==> src/rtl/msi_ring_pkg.sv <==
package msi_ring_pkg;

  localparam int REG_ADDR_W = 3;

  localparam logic [REG_ADDR_W-1:0] ADDR_CTRL    = 3'd0;
  localparam logic [REG_ADDR_W-1:0] ADDR_BASE_HI = 3'd3;
  localparam logic [REG_ADDR_W-1:0] ADDR_BASE_LO = 3'd4;
  localparam logic [REG_ADDR_W-1:0] ADDR_RD_OFF  = 3'd5;
  localparam logic [REG_ADDR_W-1:0] ADDR_WR_OFF  = 3'd6;

  localparam int BIT_EN       = 0;
  localparam int BIT_FULL_IND = 1;
  localparam int BIT_IRQ_EN   = 3;
  localparam int BIT_STOP     = 4;
  localparam int BIT_SIZE_LO  = 8;
  localparam int BIT_STICKY   = 16;

  typedef struct packed {
    logic captureLoad;
    logic ackDone;
    logic dropFull;
  } ringStrobe_t;

endpackage

==> src/rtl/msi_ring_ctrl_fsm.sv <==
module msi_ring_ctrl_fsm
  import msi_ring_pkg::*;
(
  input  logic        clk,
  input  logic        rstN,
  input  logic        msiValid,
  input  logic        memAck,
  input  logic        ctlEn,
  input  logic        ctlStop,
  input  logic        ringFull,
  output logic        msiReady,
  output logic        memReq,
  output ringStrobe_t strobe
);

  typedef enum logic [0:0] {ST_IDLE, ST_BUSY} ctlState_t;

  ctlState_t state;
  ctlState_t stateNext;

  always_comb begin
    stateNext = state;
    strobe = '0;
    unique case (state)
      ST_IDLE: begin
        if (msiValid && ctlEn) begin
          if (ringFull && ctlStop) begin
            strobe.dropFull = 1'b1;
          end else begin
            strobe.captureLoad = 1'b1;
            stateNext = ST_BUSY;
          end
        end
      end
      ST_BUSY: begin
        if (memAck) begin
          strobe.ackDone = 1'b1;
          stateNext = ST_IDLE;
        end
      end
      default: stateNext = ST_IDLE;
    endcase
  end

  always_ff @(posedge clk or negedge rstN) begin
    if (!rstN) state <= ST_IDLE;
    else       state <= stateNext;
  end

  assign msiReady = (state == ST_IDLE);
  assign memReq   = (state == ST_BUSY);

  // a pending record stays requested until the port takes it
  assert_req_hold_R4: assert property (@(posedge clk) disable iff (!rstN)
    (memReq && !memAck) |=> memReq);

  // a message met by a full ring in stop mode makes no request
  assert_drop_no_req_R8: assert property (@(posedge clk) disable iff (!rstN)
    (msiValid && msiReady && ctlEn && ringFull && ctlStop) |=> !memReq);

  // with the block disabled a message makes no request
  assert_off_no_req_R7: assert property (@(posedge clk) disable iff (!rstN)
    (msiValid && msiReady && !ctlEn) |=> !memReq);

endmodule

==> src/rtl/msi_ring_dpath.sv <==
module msi_ring_dpath
  import msi_ring_pkg::*;
#(
  parameter int DATA_W    = 32,
  parameter int MSG_W     = 16,
  parameter int REC_BYTES = 16,
  parameter int MIN_SHIFT = 15,
  parameter int CODE_W    = 2
) (
  input  logic                  clk,
  input  logic                  rstN,
  input  logic [REG_ADDR_W-1:0] regAddr,
  input  logic                  regWe,
  input  logic [DATA_W-1:0]     regWdata,
  output logic [DATA_W-1:0]     regRdata,
  input  logic [DATA_W-1:0]     msiData,
  input  ringStrobe_t           strobe,
  output logic [2*DATA_W-1:0]   memAddr,
  output logic [REC_BYTES*8-1:0] memData,
  output logic                  irqOut,
  output logic                  ctlEn,
  output logic                  ctlStop,
  output logic                  ringFull
);

  localparam int ADDR_W    = 2 * DATA_W;
  localparam int REC_W     = REC_BYTES * 8;
  localparam int OFF_W     = MIN_SHIFT + (1 << CODE_W) - 1;
  localparam int REC_SHIFT = $clog2(REC_BYTES);

  logic              enBit, fullIndBit, irqEnBit, stopBit, stickyFull;
  logic [CODE_W-1:0] sizeCode;
  logic [DATA_W-1:0] baseHi, baseLo;
  logic [OFF_W-1:0]  rdOff, wrOff;
  logic [MSG_W-1:0]  recData;

  logic [OFF_W:0]    spanBytes;
  logic [OFF_W-1:0]  sizeMask, rdM, wrM, wrNext, rdNext;
  logic              ctrlWrite, rdWrite, ackDone, dropFull;

  always_comb begin
    spanBytes = (OFF_W+1)'(1) << (MIN_SHIFT + int'(sizeCode));
    sizeMask  = (spanBytes[OFF_W-1:0] - OFF_W'(1)) & ~OFF_W'(REC_BYTES - 1);
  end

  assign rdM       = rdOff & sizeMask;
  assign wrM       = wrOff & sizeMask;
  assign wrNext    = (wrM + OFF_W'(REC_BYTES)) & sizeMask;
  assign rdNext    = (rdM + OFF_W'(REC_BYTES)) & sizeMask;
  assign ringFull  = (wrNext == rdM);
  assign ctrlWrite = regWe && (regAddr == ADDR_CTRL);
  assign rdWrite   = regWe && (regAddr == ADDR_RD_OFF);
  assign ackDone   = strobe.ackDone;
  assign dropFull  = strobe.dropFull;

  // control register and sticky status
  always_ff @(posedge clk or negedge rstN) begin
    if (!rstN) begin
      enBit      <= 1'b0;
      fullIndBit <= 1'b0;
      irqEnBit   <= 1'b0;
      stopBit    <= 1'b0;
      sizeCode   <= '0;
      stickyFull <= 1'b0;
    end else begin
      if (ctrlWrite) begin
        enBit      <= regWdata[BIT_EN];
        fullIndBit <= regWdata[BIT_FULL_IND];
        irqEnBit   <= regWdata[BIT_IRQ_EN];
        stopBit    <= regWdata[BIT_STOP];
        sizeCode   <= regWdata[BIT_SIZE_LO +: CODE_W];
      end
      if (dropFull && fullIndBit) stickyFull <= 1'b1;
      else if (ctrlWrite && regWdata[BIT_STICKY]) stickyFull <= 1'b0;
    end
  end

  // base address pair
  always_ff @(posedge clk or negedge rstN) begin
    if (!rstN) begin
      baseHi <= '0;
      baseLo <= '0;
    end else if (regWe) begin
      if (regAddr == ADDR_BASE_HI) baseHi <= regWdata;
      if (regAddr == ADDR_BASE_LO) baseLo <= regWdata;
    end
  end

  // offsets: software owns the consumer side, hardware the producer side
  always_ff @(posedge clk or negedge rstN) begin
    if (!rstN) begin
      rdOff <= '0;
      wrOff <= '0;
    end else begin
      if (rdWrite)                  rdOff <= regWdata[OFF_W-1:0] & sizeMask;
      else if (ackDone && ringFull) rdOff <= rdNext;
      if (ackDone)                  wrOff <= wrNext;
    end
  end

  always_ff @(posedge clk or negedge rstN) begin
    if (!rstN)                   recData <= '0;
    else if (strobe.captureLoad) recData <= msiData[MSG_W-1:0];
  end

  assign memAddr = {baseHi, baseLo} + ADDR_W'(wrM);
  assign memData = {{(REC_W-MSG_W){1'b0}}, recData};
  assign irqOut  = enBit && irqEnBit && (rdM != wrM);
  assign ctlEn   = enBit;
  assign ctlStop = stopBit;

  logic [DATA_W-1:0] ctrlWord;
  always_comb begin
    ctrlWord = '0;
    ctrlWord[BIT_EN]                  = enBit;
    ctrlWord[BIT_FULL_IND]            = fullIndBit;
    ctrlWord[BIT_IRQ_EN]              = irqEnBit;
    ctrlWord[BIT_STOP]                = stopBit;
    ctrlWord[BIT_SIZE_LO +: CODE_W]   = sizeCode;
    ctrlWord[BIT_STICKY]              = stickyFull;
  end

  always_comb begin
    unique case (regAddr)
      ADDR_CTRL:    regRdata = ctrlWord;
      ADDR_BASE_HI: regRdata = baseHi;
      ADDR_BASE_LO: regRdata = baseLo;
      ADDR_RD_OFF:  regRdata = DATA_W'(rdM);
      ADDR_WR_OFF:  regRdata = DATA_W'(wrM);
      default:      regRdata = '0;
    endcase
  end

  // an acknowledged record moves the producer exactly one slot
  assert_wr_step_R5: assert property (@(posedge clk) disable iff (!rstN)
    ($past(ackDone) && !$past(ctrlWrite)) |->
      (wrM == (($past(wrM) + OFF_W'(REC_BYTES)) & sizeMask)));

  // the sticky bit only rises after a dropped message
  assert_sticky_src_R8: assert property (@(posedge clk) disable iff (!rstN)
    $rose(stickyFull) |-> $past(dropFull));

  // the interrupt only rises after an acknowledgement or a register write
  assert_irq_src_R10: assert property (@(posedge clk) disable iff (!rstN)
    $rose(irqOut) |-> $past(ackDone || regWe));

endmodule

==> src/rtl/msi_ring_capture.sv <==
module msi_ring_capture
  import msi_ring_pkg::*;
#(
  parameter int DATA_W    = 32,
  parameter int MSG_W     = 16,
  parameter int REC_BYTES = 16,
  parameter int MIN_SHIFT = 15,
  parameter int CODE_W    = 2
) (
  input  logic                   clk,
  input  logic                   rstN,
  input  logic [REG_ADDR_W-1:0]  regAddr,
  input  logic                   regWe,
  input  logic [DATA_W-1:0]      regWdata,
  output logic [DATA_W-1:0]      regRdata,
  input  logic                   msiValid,
  input  logic [DATA_W-1:0]      msiData,
  output logic                   msiReady,
  output logic                   memReq,
  output logic [2*DATA_W-1:0]    memAddr,
  output logic [REC_BYTES*8-1:0] memData,
  input  logic                   memAck,
  output logic                   irqOut
);

  ringStrobe_t strobe;
  logic        ctlEn, ctlStop, ringFull;

  msi_ring_ctrl_fsm ctrl_i (
    .clk      (clk),
    .rstN     (rstN),
    .msiValid (msiValid),
    .memAck   (memAck),
    .ctlEn    (ctlEn),
    .ctlStop  (ctlStop),
    .ringFull (ringFull),
    .msiReady (msiReady),
    .memReq   (memReq),
    .strobe   (strobe)
  );

  msi_ring_dpath #(
    .DATA_W    (DATA_W),
    .MSG_W     (MSG_W),
    .REC_BYTES (REC_BYTES),
    .MIN_SHIFT (MIN_SHIFT),
    .CODE_W    (CODE_W)
  ) dpath_i (
    .clk      (clk),
    .rstN     (rstN),
    .regAddr  (regAddr),
    .regWe    (regWe),
    .regWdata (regWdata),
    .regRdata (regRdata),
    .msiData  (msiData),
    .strobe   (strobe),
    .memAddr  (memAddr),
    .memData  (memData),
    .irqOut   (irqOut),
    .ctlEn    (ctlEn),
    .ctlStop  (ctlStop),
    .ringFull (ringFull)
  );

endmodule

==> config.mk <==
export PLATFORM = sky130hd
export DESIGN_NAME = msi_ring_capture
export DESIGN_NICKNAME = d
export VERILOG_FILES = /design/src/rtl/msi_ring_pkg.sv /design/src/rtl/msi_ring_ctrl_fsm.sv /design/src/rtl/msi_ring_dpath.sv /design/src/rtl/msi_ring_capture.sv
export SDC_FILE = /design/constraint.sdc
export NUM_CORES = 1
export LEC_CHECK = 0
export BUFFER_PORTS_ARGS = -buffer_cell sky130_fd_sc_hd__clkbuf_2
export CAP_MARGIN = 40
export CORE_ASPECT_RATIO = 0.75
export CORE_UTILIZATION = 45
export DETAILED_ROUTE_END_ITERATION = 10
export MAX_ROUTING_LAYER = met4
export PLACE_DENSITY_LB_ADDON = 0.15
export REMOVE_ABC_BUFFERS = 1
export SLEW_MARGIN = 10
export SYNTH_ARGS = -nofsm -noshare
export SYNTH_HDL_FRONTEND = slang
export SYNTH_SLANG_ARGS = --single-unit
==> constraint.sdc <==
create_clock -name clk -period 6.2 [get_ports clk]
set_clock_uncertainty 0.2 [all_clocks]
set_input_delay 1.24 -clock clk [delete_from_list [all_inputs] [get_ports clk]]
set_output_delay 1.24 -clock clk [all_outputs]
set_load 0.02 [all_outputs]
==> results.md, run 1 <==
* Final hold slack at 287 ps
* Area contributors post-synth: dfrtp_1 33%, mux2_2 11%, buf_4 10%
* Final max-slew violation count at 0
* Final period util at approximately 94%
* Synth Cell Area at 8720 um^2
* Static leakage at 0.00471 uW
* Pwr per Cell Area at 350 nW/um^2
* TritonRoute pass-1 iters at 6
* Area fraction of the dominant cell type after synthesis at between 30 and 40%
* Post-DP Area at 9330 um^2
* Nets at 1166
* Inserted Clock Buffers at 17
* P&R area growth vs syn at 13.7%
* CP required at 4760 ps
* Die width at between 150 and 200 um
* Root Buffer: clkbuf_16
* Vias per cell at 5.45
* Finished Cell Area at 9920 um^2
* CTS sink cnt at around 120
* CTS Buffer Depth at 2
* Dpl ws at 647 ps
* # rows at 43
* Initial DRC Count at 539
* Average size of a mapped cell at a little over 9 um^2
* Min-Delay Path Class: reg -> reg
* Ys flop type: dfrtp_1
* Reg2reg setup slack at a little under 2000 ps
* Core area at 18700 um^2
* Setup crit end kind: output pin
* CP Data Arrival Time at 4380 ps
* # H-tree levels at 4
* First-pass GRT wire length at ~38 mm
* RD Place Congestion at 0.877
* DIE AREA at between 15000 and 20000 um^2
* Slowest-stage cell, CP: dfrtp_1
* Ys async rst share at 100%
* Mapped Cells at 937
* Seq cells post-synth at between 100 and 150
* Slew of the pin with the lowest slew margin at 860 ps
* Status: complete, no violations
* CTS tree: done
* TNS Setup at 0 ps
* Die Y at 123 um
* Postcts setup bufs at 0
* Total GRT Usage at 26.6%
* Period minus WS final at 5820 ps
* Initial antenna violation count at 0
* RSZ-0062 raised after global routing: false
* Number of distinct library cells after synthesis at 70
* Filler cell count at 1767
* WS Path Type: reg -> out
* WL per Instance at 18.9 um
* Slowest stage delay, CP at 510 ps
* FMAX at 172 MHz
* Multi-input logic area at 5010 um^2
* Via count at 7279
* Cts hold-fix bufs at 0
* Final HPWL DP at 19.0 mm
* GR Overflow Total at 0
* Reg area at 2900 um^2
* Proportion of layout cells with a drive suffix above 1 at 29.5%
* Post-CTS Resized at 0
* Crit start category: register
* Final Hold Viols at 0
* Post-synth EDFFs at 0
* Util after Layout at 53.0%
* Post-route setup slack at 377 ps
* Drt drc at 0
* Antenna viol nets, final at 0
* Max FO, Critical Path at 13
* IO Pins at 299
* Largest area contributor in the netlist: dfrtp_1
* Antenna cells at 0
* Max-cap violations at 0
* CP delay by family, top: simple AND/OR/NAND/NOR gates
* Pin count of the biggest net entering global routing at 50
* Worst-path cell chain: or2_2, inv_1, ha_1, nor2b_1, ha_1, and3_1, and3_1, o211ai_1, a21oi_2, buf_4, nand4_1, xnor2_1, clkbuf_2
* Vias in the first global route at 6667
* Wirelength, routed at 25.2 mm
* Setup-failing EPs final at 0
* Rel. slew slack at 42.5%
* Clk Latency, worst-skew pair at ~430 ps
* Crit path buf inv count at 3
* CTS clk-pin slew, worst paths at 60 ps
* Synth Warn # at 0
* Share of the yosys chip area belonging to registers at between 30 and 40%
* Peak supply drop at 0.260 mV
* Initial core utilization at 46.6%
* Port-buffer cells at 170
sequential cells by signal, summed over array words and instances (netlist names):
name	flops
dpath_i.baseHi	32
dpath_i.baseLo	32
dpath_i.recData	16
dpath_i.rdOff	14
dpath_i.wrOff	14
dpath_i.sizeCode	2
ctrl_i.memReq	1
dpath_i.ctlEn	1
dpath_i.ctlStop	1
dpath_i.fullIndBit	1
dpath_i.irqEnBit	1
dpath_i.stickyFull	1
area by class of cell:
cell class / count / share of cell area [%]
inverters: 23 / 0.870
well taps: 247 / 3.11
clock buffers: 17 / 4.29
clock inverters: 15 / 1.63
repair buffers: 190 / 10.4
flip-flops and latches: 116 / 29.3
multi-input cells: 728 / 50.5
layer usage:
metal	global-route usage, %	routed length (um)	up-vias
met5	-	0	-
met4	7.36	323	0
met3	4.97	1910	18
met2	35.5	10300	345
met1	40.2	12700	3538
li1	-	-	3378
synth_stat cells, types with 12 or more instances:
cell      count
xnor2_1      67
clkbuf_1     46
and3_1       24
nor3_1       17
mux2_2       83
nor2b_1      12
nand4_1      22
a22o_1       26
buf_4       122
dfrtp_1     116
xor2_1       16
nor2_1       28
ha_1         17
nand3_1      37
nand2_1      68
o21ai_0      31
inv_1        23
mux2i_1      13
a21oi_1      27
stage by stage:
stage          total power (uW)  instances
3_5_place_dp               2480       1304
6_report                   3480       1336
5_1_grt                    3670       1336
2_1_floorplan              2000        867
4_1_cts                    3490       1336
3_3_place_gp               2470       1301
power breakdown:
| part | switching (uW) | internal (uW) |
|---|---|---|
| registers | 237 | 936 |
| clock network | 423 | 572 |
| logic | 803 | 506 |
| total | 1460 | 2010 |
placed cells by master (no fill, tap or decap), types with 9 or more instances in the layout:
cell type / Yosys / final
clkbuf_2: 0 / 169
dfrtp_1: 116 / 116
conb_1: 1 / 112
mux2_2: 83 / 83
nand2_1: 68 / 68
xnor2_1: 67 / 67
nand3_1: 37 / 37
o21ai_0: 31 / 31
nor2_1: 28 / 28
a21oi_1: 27 / 26
a22o_1: 26 / 26
and3_1: 24 / 24
inv_1: 23 / 23
nand4_1: 22 / 22
buf_4: 122 / 19
nor3_1: 17 / 17
ha_1: 17 / 17
clkbuf_16: 0 / 17
xor2_1: 16 / 16
mux2i_1: 13 / 13
nor2b_1: 12 / 11
and4_1: 9 / 9
and2_1: 9 / 9
a22oi_1: 9 / 9
path summary, 6_finish.rpt:
kind                                       end  cells past startpoint                 from
setup / recovery                   memAddr[60]                     13  dpath_i.sizeCode[1]
hold / removal             dpath_i.recData[14]                      1  dpath_i.recData[14]
setup reg to reg            dpath_i.recData[8]                     10  dpath_i.sizeCode[1]
hold reg to reg            dpath_i.recData[14]                      1  dpath_i.recData[14]
max in group asynchronous   dpath_i.stickyFull                      2                 rstN
min in group asynchronous   dpath_i.baseLo[17]                      1                 rstN
logic make-up after synthesis:
group | count (synthesis) | synth area share (%)
other cells | 1 | 0.0430
fa+ha+maj | 18 | 2.67
mux | 100 | 12.8
flops | 116 | 33.3
compound gates | 152 | 12.4
buf+inv | 204 | 14.2
simple gates | 263 | 16.3
xor+xnor | 83 | 8.33
No activity file was read; power rests on OpenSTA's default activity.
==> run 2: changes to the inputs <==
--- a/config.mk
+++ b/config.mk
@@ -10,6 +10,7 @@
 export CORE_ASPECT_RATIO = 0.75
 export CORE_UTILIZATION = 45
 export DETAILED_ROUTE_END_ITERATION = 10
+export GPL_TIMING_DRIVEN = 0
 export MAX_ROUTING_LAYER = met4
 export PLACE_DENSITY_LB_ADDON = 0.15
 export REMOVE_ABC_BUFFERS = 1
==> constraint.sdc (replaced) <==
create_clock -name clk -period 6.2 [get_ports clk]
set_clock_uncertainty 0.2 [all_clocks]
set_input_delay 1.24 -clock clk [delete_from_list [all_inputs] [get_ports clk]]
set_output_delay 1.24 -clock clk [all_outputs]
set_load 0.1 [all_outputs]
==> run 2 against run 1 <==
- clock power about the same
- hold slack improved by 3.1 ps
- register-to-register slack improved by 110 ps
- power increased by 43%
- utilization increased by 0.33 points
- combinational power increased by 110%
- design area increased by 0.63%
- global-route usage decreased by 0.17 points
- via count increased by 1.1%
- critical path depth unchanged
- sequential power about the same
- largest power group unchanged
==> results.md, run 2 (same netlist as run 1, synthesis figures left out) <==
* Highest Signal Layer: met4
* DIE AREA at 20000 um^2 (unchanged)
* Met3 wire len at 1.95 mm (+1.9%)
* Slew of the pin with the lowest slew margin at 946 ps (+86.1 ps)
* Final HPWL DP at 18.8 mm (-0.91%)
* Drt drc at 0 (unchanged)
* Post-route setup slack at 227 ps (-150 ps)
* Initial DRC Count at 653 (+21%)
* Final hold slack at 290 ps (+3.08 ps)
* TritonRoute pass-1 iters at 5 (-1)
* Multi-input logic area at 5050 um^2 (+0.80%)
* CP most frequent cell: and3_1
* Biggest regs: dpath_i.baseHi x32, dpath_i.baseLo x32, dpath_i.recData x16
* Max-cap violations at 0 (unchanged)
* WL per Instance at 19.1 um (+1.5%)
* # H-tree levels at 4 (unchanged)
* Vias per cell at 5.55 (+1.9%)
* Inserted Clock Buffers at 17 (unchanged)
* Die Y at 123 um (unchanged)
* Crit start category: register
* Met2 wire length at 10.6 mm (+3.4%)
* Max FO, Critical Path at 17 (+4)
* Nets at 1155 (-0.94%)
* GR Overflow Total at 0 (unchanged)
* Min-Delay Path Class: reg -> reg
* Leading cell type in the layout, fill and taps excluded: clkbuf_2
* Antenna viol nets, final at 0 (unchanged)
* Filler cell count at 1757 (-0.57%)
* Slowest stage delay, CP at 510 ps (about the same)
* Root Buffer: clkbuf_16
* First-pass GRT wire length at 38.5 mm (about the same)
* RSZ-0062 raised after global routing: true
* Final Hold Viols at 0 (unchanged)
* Setup crit end kind: output pin
* Cts hold-fix bufs at 0 (unchanged)
* Dpl ws at 154 ps (-493 ps)
* Via count at 7359 (+1.1%)
* CP required at 4760 ps (about the same)
* Initial core utilization at 46.6% (unchanged)
* Final period util at 96.3% (+2.4 points)
* Pin count of the biggest net entering global routing at 71 (+42%)
* Peak supply drop at 0.825 mV (+220%)
* Initial antenna violation count at 0 (unchanged)
* Crit path buf inv count at 3 (unchanged)
* Vias in the first global route at 6487 (-2.7%)
* Pwr per Cell Area at 498 nW/um^2 (+42%)
* Commonest non-fill, non-tap cells in the layout: 149 x clkbuf_2, 116 x dfrtp_1, 112 x conb_1, 83 x mux2_2
* Reg area at 2900 um^2 (unchanged)
* Total GRT Usage at 26.4% (-0.17 points)
* # rows at 43 (unchanged)
* Setup-failing EPs final at 0 (unchanged)
* Antenna cells at 0 (unchanged)
* Static leakage at 0.00469 uW (-0.40%)
* Wirelength, routed at 25.3 mm (+0.62%)
* Period minus WS final at 5970 ps (+150 ps)
* IO Pins at 299 (unchanged)
* Proportion of layout cells with a drive suffix above 1 at 29.4% (-0.070 points)
* Rel. slew slack at 36.8% (-5.7 points)
* Postcts setup bufs at 0 (unchanged)
* CTS tree: done
* Slowest-stage cell, CP: dfrtp_1
* Core area at 18700 um^2 (unchanged)
* Clk Latency, worst-skew pair at 420 ps (about the same)
* Status: complete, no violations
* FMAX at 167 MHz (-2.5%)
* CTS sink cnt at 116 (unchanged)
* Post-CTS Resized at 3 (+3)
* WS Path Type: reg -> out
* PnR Total Power at 4970 uW (+43%)
* Final max-slew violation count at 0 (unchanged)
* RD Place Congestion at 0.872 (-0.54%)
* Die width at 163 um (unchanged)
* Met1 WL at 12.5 mm (-1.3%)
* CP delay by family, top: simple AND/OR/NAND/NOR gates
* Worst-path cell chain: or2_2, inv_1, ha_2, nor2b_1, ha_1, and3_1, and3_1, a211o_1, a221o_1, buf_16, nand4_1, xnor2_1, buf_2
* CP Data Arrival Time at 4530 ps (+150 ps)
* CTS clk-pin slew, worst paths at 70 ps (about the same)
* P&R area growth vs syn at 14.5%
* Port-buffer cells at 170 (unchanged)
* CTS Buffer Depth at 2 (unchanged)
## run 2: metal layers
| layer | vias up | global-route usage (%) |
|---|---|---|
| met5 | - | - |
| li1 | 3374 | - |
| met3 | 17 | 5.10 |
| met2 | 345 | 34.8 |
| met4 | 0 | 6.54 |
| met1 | 3623 | 40.5 |
## run 2: area by class of cell
type                            count  share of cell area, %
Multi-Input combinational cell    728                   50.5
Clock inverter                     15                   1.68
Sequential cell                   116                   29.1
Tap cell                          247                   3.10
Timing Repair Buffer              179                   10.5
Inverter                           23                  0.865
Clock buffer                       17                   4.26
## run 2: final timing paths
| kind | from | to | slack, ps | depth (start not counted) |
|---|---|---|---|---|
| max | dpath_i.sizeCode[1] | memAddr[45] | 230 | 13 |
| min | dpath_i.recData[14] | dpath_i.recData[14] | 290 | 1 |
| max reg2reg | dpath_i.sizeCode[1] | dpath_i.recData[0] | 2080 | 9 |
| min reg2reg | dpath_i.recData[14] | dpath_i.recData[14] | 290 | 1 |
| max in group asynchronous | rstN | dpath_i.baseLo[1] | 4530 | 2 |
| min in group asynchronous | rstN | dpath_i.baseLo[14] | 560 | 1 |
## run 2: per-stage QoR
stage          cells  area, um^2  utilization [%]  setup TNS [ps]
5_1_grt         1325        9980             53.3           -1.81
6_report        1325        9980             53.3               0
4_1_cts         1325        9940             53.1               0
2_1_floorplan    867        7990                -               0
3_3_place_gp    1284        9150             48.9          -23790
3_5_place_dp    1293        9340             49.9               0
## run 2: power by group
group	internal, uW	switching (uW)	leakage [uW]	total [uW]
sequential	935	237	0.00138	1170
clock	545	451	0.000291	996
combinational	507	2300	0.00301	2800
==> run 3: changes to the inputs <==
--- a/config.mk
+++ b/config.mk
@@ -5,6 +5,7 @@
 export SDC_FILE = /design/constraint.sdc
 export NUM_CORES = 1
 export LEC_CHECK = 0
+export ABC_AREA = 1
 export BUFFER_PORTS_ARGS = -buffer_cell sky130_fd_sc_hd__clkbuf_2
 export CAP_MARGIN = 40
 export CORE_ASPECT_RATIO = 0.75
==> run 3 against run 2 <==
- sequential share of layout area is 2.4 points lower
- utilization is 0.23 points lower
- maximum frequency is 0.14% lower
- register-to-register slack better by 800 ps
- largest cell class unchanged
- worst setup slack lost 8.5 ps
- combinational power down 5%
- via count grew 30%
- power fell by 0.97%
- largest power group unchanged
==> results.md, run 3 <==
* Max FO, Critical Path at 6 (-11)
* Final Hold Viols at 0 (unchanged)
* Pwr per Cell Area at 452 nW/um^2 (-9.1%)
* Synth cell count leaders: 345 x nand2_1, 187 x inv_1, 118 x buf_4
* Clk Latency, worst-skew pair at 430 ps (about the same)
* Drt drc at 0 (unchanged)
* Share of the yosys chip area belonging to registers at 30.4% (-2.9 points)
* Post-synth EDFFs at 0 (unchanged)
* Mapped Cells at 1408 (+50%)
* Largest area contributor in the netlist: dfrtp_1
* Setup crit end kind: output pin
* Initial DRC Count at 1138 (+74%)
* Synth Warn # at 0 (unchanged)
* RSZ-0062 raised after global routing: false
* CTS clk-pin slew, worst paths at 60 ps (about the same)
* CP Data Arrival Time at 4540 ps (about the same)
* Filler cell count at 2134 (+21%)
* PnR Total Power at 4920 uW (-0.97%)
* WL per Instance at 17.5 um (-8.3%)
* Number of distinct library cells after synthesis at 46 (-34%)
* Root Buffer: clkbuf_16
* P&R area growth vs syn at 14.0%
* Slew of the pin with the lowest slew margin at 856 ps (-90.1 ps)
* Final HPWL DP at 26.0 mm (+38%)
* Proportion of layout cells with a drive suffix above 1 at 16.2% (-13 points)
* Finished Layout Cells at 1846 (+39%)
* Vias per cell at 5.18 (-6.8%)
* Static leakage at 0.00557 uW (+19%)
* Total GRT Usage at 30.9% (+4.4 points)
* Final max-slew violation count at 0 (unchanged)
* Die Y at 128 um (+4.5%)
* Max-cap violations at 0 (unchanged)
* Area fraction of the dominant cell type after synthesis at 30.4% (-2.9 points)
* Biggest regs: dpath_i.baseHi x32, dpath_i.baseLo x32, dpath_i.recData x16
* FMAX at 167 MHz (-0.14%)
* Initial antenna violation count at 0 (unchanged)
* Crit start category: register
* # rows at 45 (+4.7%)
* WS Path Type: reg -> out
* RD Place Congestion at 0.997 (+14%)
* Die width at 170 um (+4.6%)
* # H-tree levels at 4 (unchanged)
* Leading cell type in the layout, fill and taps excluded: nand2_1
* Placed cells at 1814 (+40%)
* CTS tree: done
* CTS Buffer Depth at 2 (unchanged)
* Inserted Clock Buffers at 17 (unchanged)
* Wirelength, routed at 32.4 mm (+28%)
* Core area at 20500 um^2 (+9.5%)
* Peak supply drop at 0.423 mV (-49%)
* CP required at 4760 ps (about the same)
* Port-buffer cells at 170 (unchanged)
* Cts hold-fix bufs at 0 (unchanged)
* Via count at 9554 (+30%)
* Average size of a mapped cell at 6.78 um^2 (-27%)
* Postcts setup bufs at 0 (unchanged)
* Vias in the first global route at 8417 (+30%)
* Status: complete, no violations
* Ys async rst share at 100% (unchanged)
* Antenna cells at 0 (unchanged)
* DIE AREA at 21800 um^2 (+9.3%)
* Final period util at 96.5% (+0.14 points)
* Finished Cell Area at 10900 um^2 (+9.0%)
* IO Pins at 299 (unchanged)
* Most frequent cell after synthesis: nand2_1
* Rel. slew slack at 42.9% (+6.1 points)
* Synth Cell Area at 9550 um^2 (+9.4%)
* Post-DP Area at 10200 um^2 (+9.6%)
* Min-Delay Path Class: reg -> reg
* Area contributors post-synth: dfrtp_1 30%, nand2_1 14%, buf_4 9.3%
* Antenna viol nets, final at 0 (unchanged)
* TritonRoute pass-1 iters at 5 (unchanged)
* Initial core utilization at 46.6% (about the same)
* Nets at 1642 (+42%)
* Setup-failing EPs final at 0 (unchanged)
* Ys flop type: dfrtp_1
* CTS sink cnt at 116 (unchanged)
* First-pass GRT wire length at 48.5 mm (+26%)
* Period minus WS final at 5980 ps (+8.51 ps)
* Commonest non-fill, non-tap cells in the layout: 343 x nand2_1, 187 x inv_1, 167 x clkbuf_2, 116 x dfrtp_1, 114 x o21ai_0
* Seq cells post-synth at 116 (unchanged)
* Pin count of the biggest net entering global routing at 77 (+8.5%)
* GR Overflow Total at 0 (unchanged)
run 3: cell count changes after synthesis, moves of 56 or more:
cell,before,now
nor2_1,28,110
xor2_1,16,72
nand2_1,68,345
o21ai_0,31,115
inv_1,23,187
xnor2_1,67,7
mux2_2,83,0
run 3: kinds of logic (layout without fill, tap and decap cells):
group	count (synthesis)	count (layout)	share of synthesized area (%)
adder cells (fa/ha/maj)	18	18	2.44
AND/OR/NAND/NOR	642	642	29.5
buffers and inverters	363	408	19.2
AO/OA/AOI/OAI	189	189	11.1
XOR/XNOR	79	79	7.25
flip-flops	116	116	30.4
other	1	112	0.0393
run 3: stage by stage:
| stage | setup slack (ps) | hold WS (ps) | utilization (%) | TNS [ps] |
|---|---|---|---|---|
| after floorplan | -328 | 253 | - | -328 |
| after global placement | -837 | 257 | 49.1 | -23600 |
| after detailed placement | 615 | 263 | 49.9 | 0 |
| after CTS | 125 | 281 | 53.0 | 0 |
| after global routing | 14.7 | 297 | 53.1 | 0 |
| final | 219 | 275 | 53.1 | 0 |
run 3: final timing paths:
path                            cells after the start                  to  slack, ps           startpoint
worst min register to register                      2  dpath_i.recData[0]        280   dpath_i.recData[0]
worst min-delay path                                2  dpath_i.recData[0]        280   dpath_i.recData[0]
worst max register to register                     11    dpath_i.rdOff[4]       2880     dpath_i.wrOff[5]
worst max-delay path                               15         memAddr[57]        220  dpath_i.sizeCode[1]
min in group asynchronous                           1  dpath_i.baseLo[25]        530                 rstN
max in group asynchronous                           2  dpath_i.stickyFull       4540                 rstN
run 3: final cells by class:
| cell class | instances | area (um^2) | area share [%] |
|---|---|---|---|
| flip-flops and latches | 116 | 2900 | 26.7 |
| multi-input cells | 1040 | 5260 | 48.3 |
| repair buffers | 181 | 1000 | 9.22 |
| clock inverters | 14 | 204 | 1.87 |
| well taps | 282 | 353 | 3.24 |
| clock buffers | 17 | 425 | 3.91 |
| inverters | 196 | 736 | 6.76 |
run 3: critical path, cell delays in order (launching register included):
cell and delay, ps:
dfrtp_1 470, nor2_2 280, ha_1 320, inv_2 100
nand2_1 190, inv_1 120, ha_1 400, nand2_1 200
nor2_1 210, nand4_1 190, nor2_1 140, nand2_1 90
a31oi_2 460, nand3_1 240, xor2_1 210, clkbuf_2 480
run 3: per-layer routing:
| metal | share of wire, % | global-route usage [%] |
|---|---|---|
| met4 | 0.94 | 5.78 |
| met5 | 0 | - |
| met1 | 50 | 47.4 |
| met2 | 39 | 39.5 |
| met3 | 10 | 8.15 |
run 3: report_power, final:
part | switching [uW] | internal, uW
combinational | 2270 | 402
sequential | 240 | 927
clock | 410 | 676
total | 2920 | 2000
run 3: what timing repair did:
action | in CTS | in global routing
endpoints found under the setup margin | 0 | 11
gates resized for setup | 0 | 6
endpoints found under the hold margin | 0 | 0
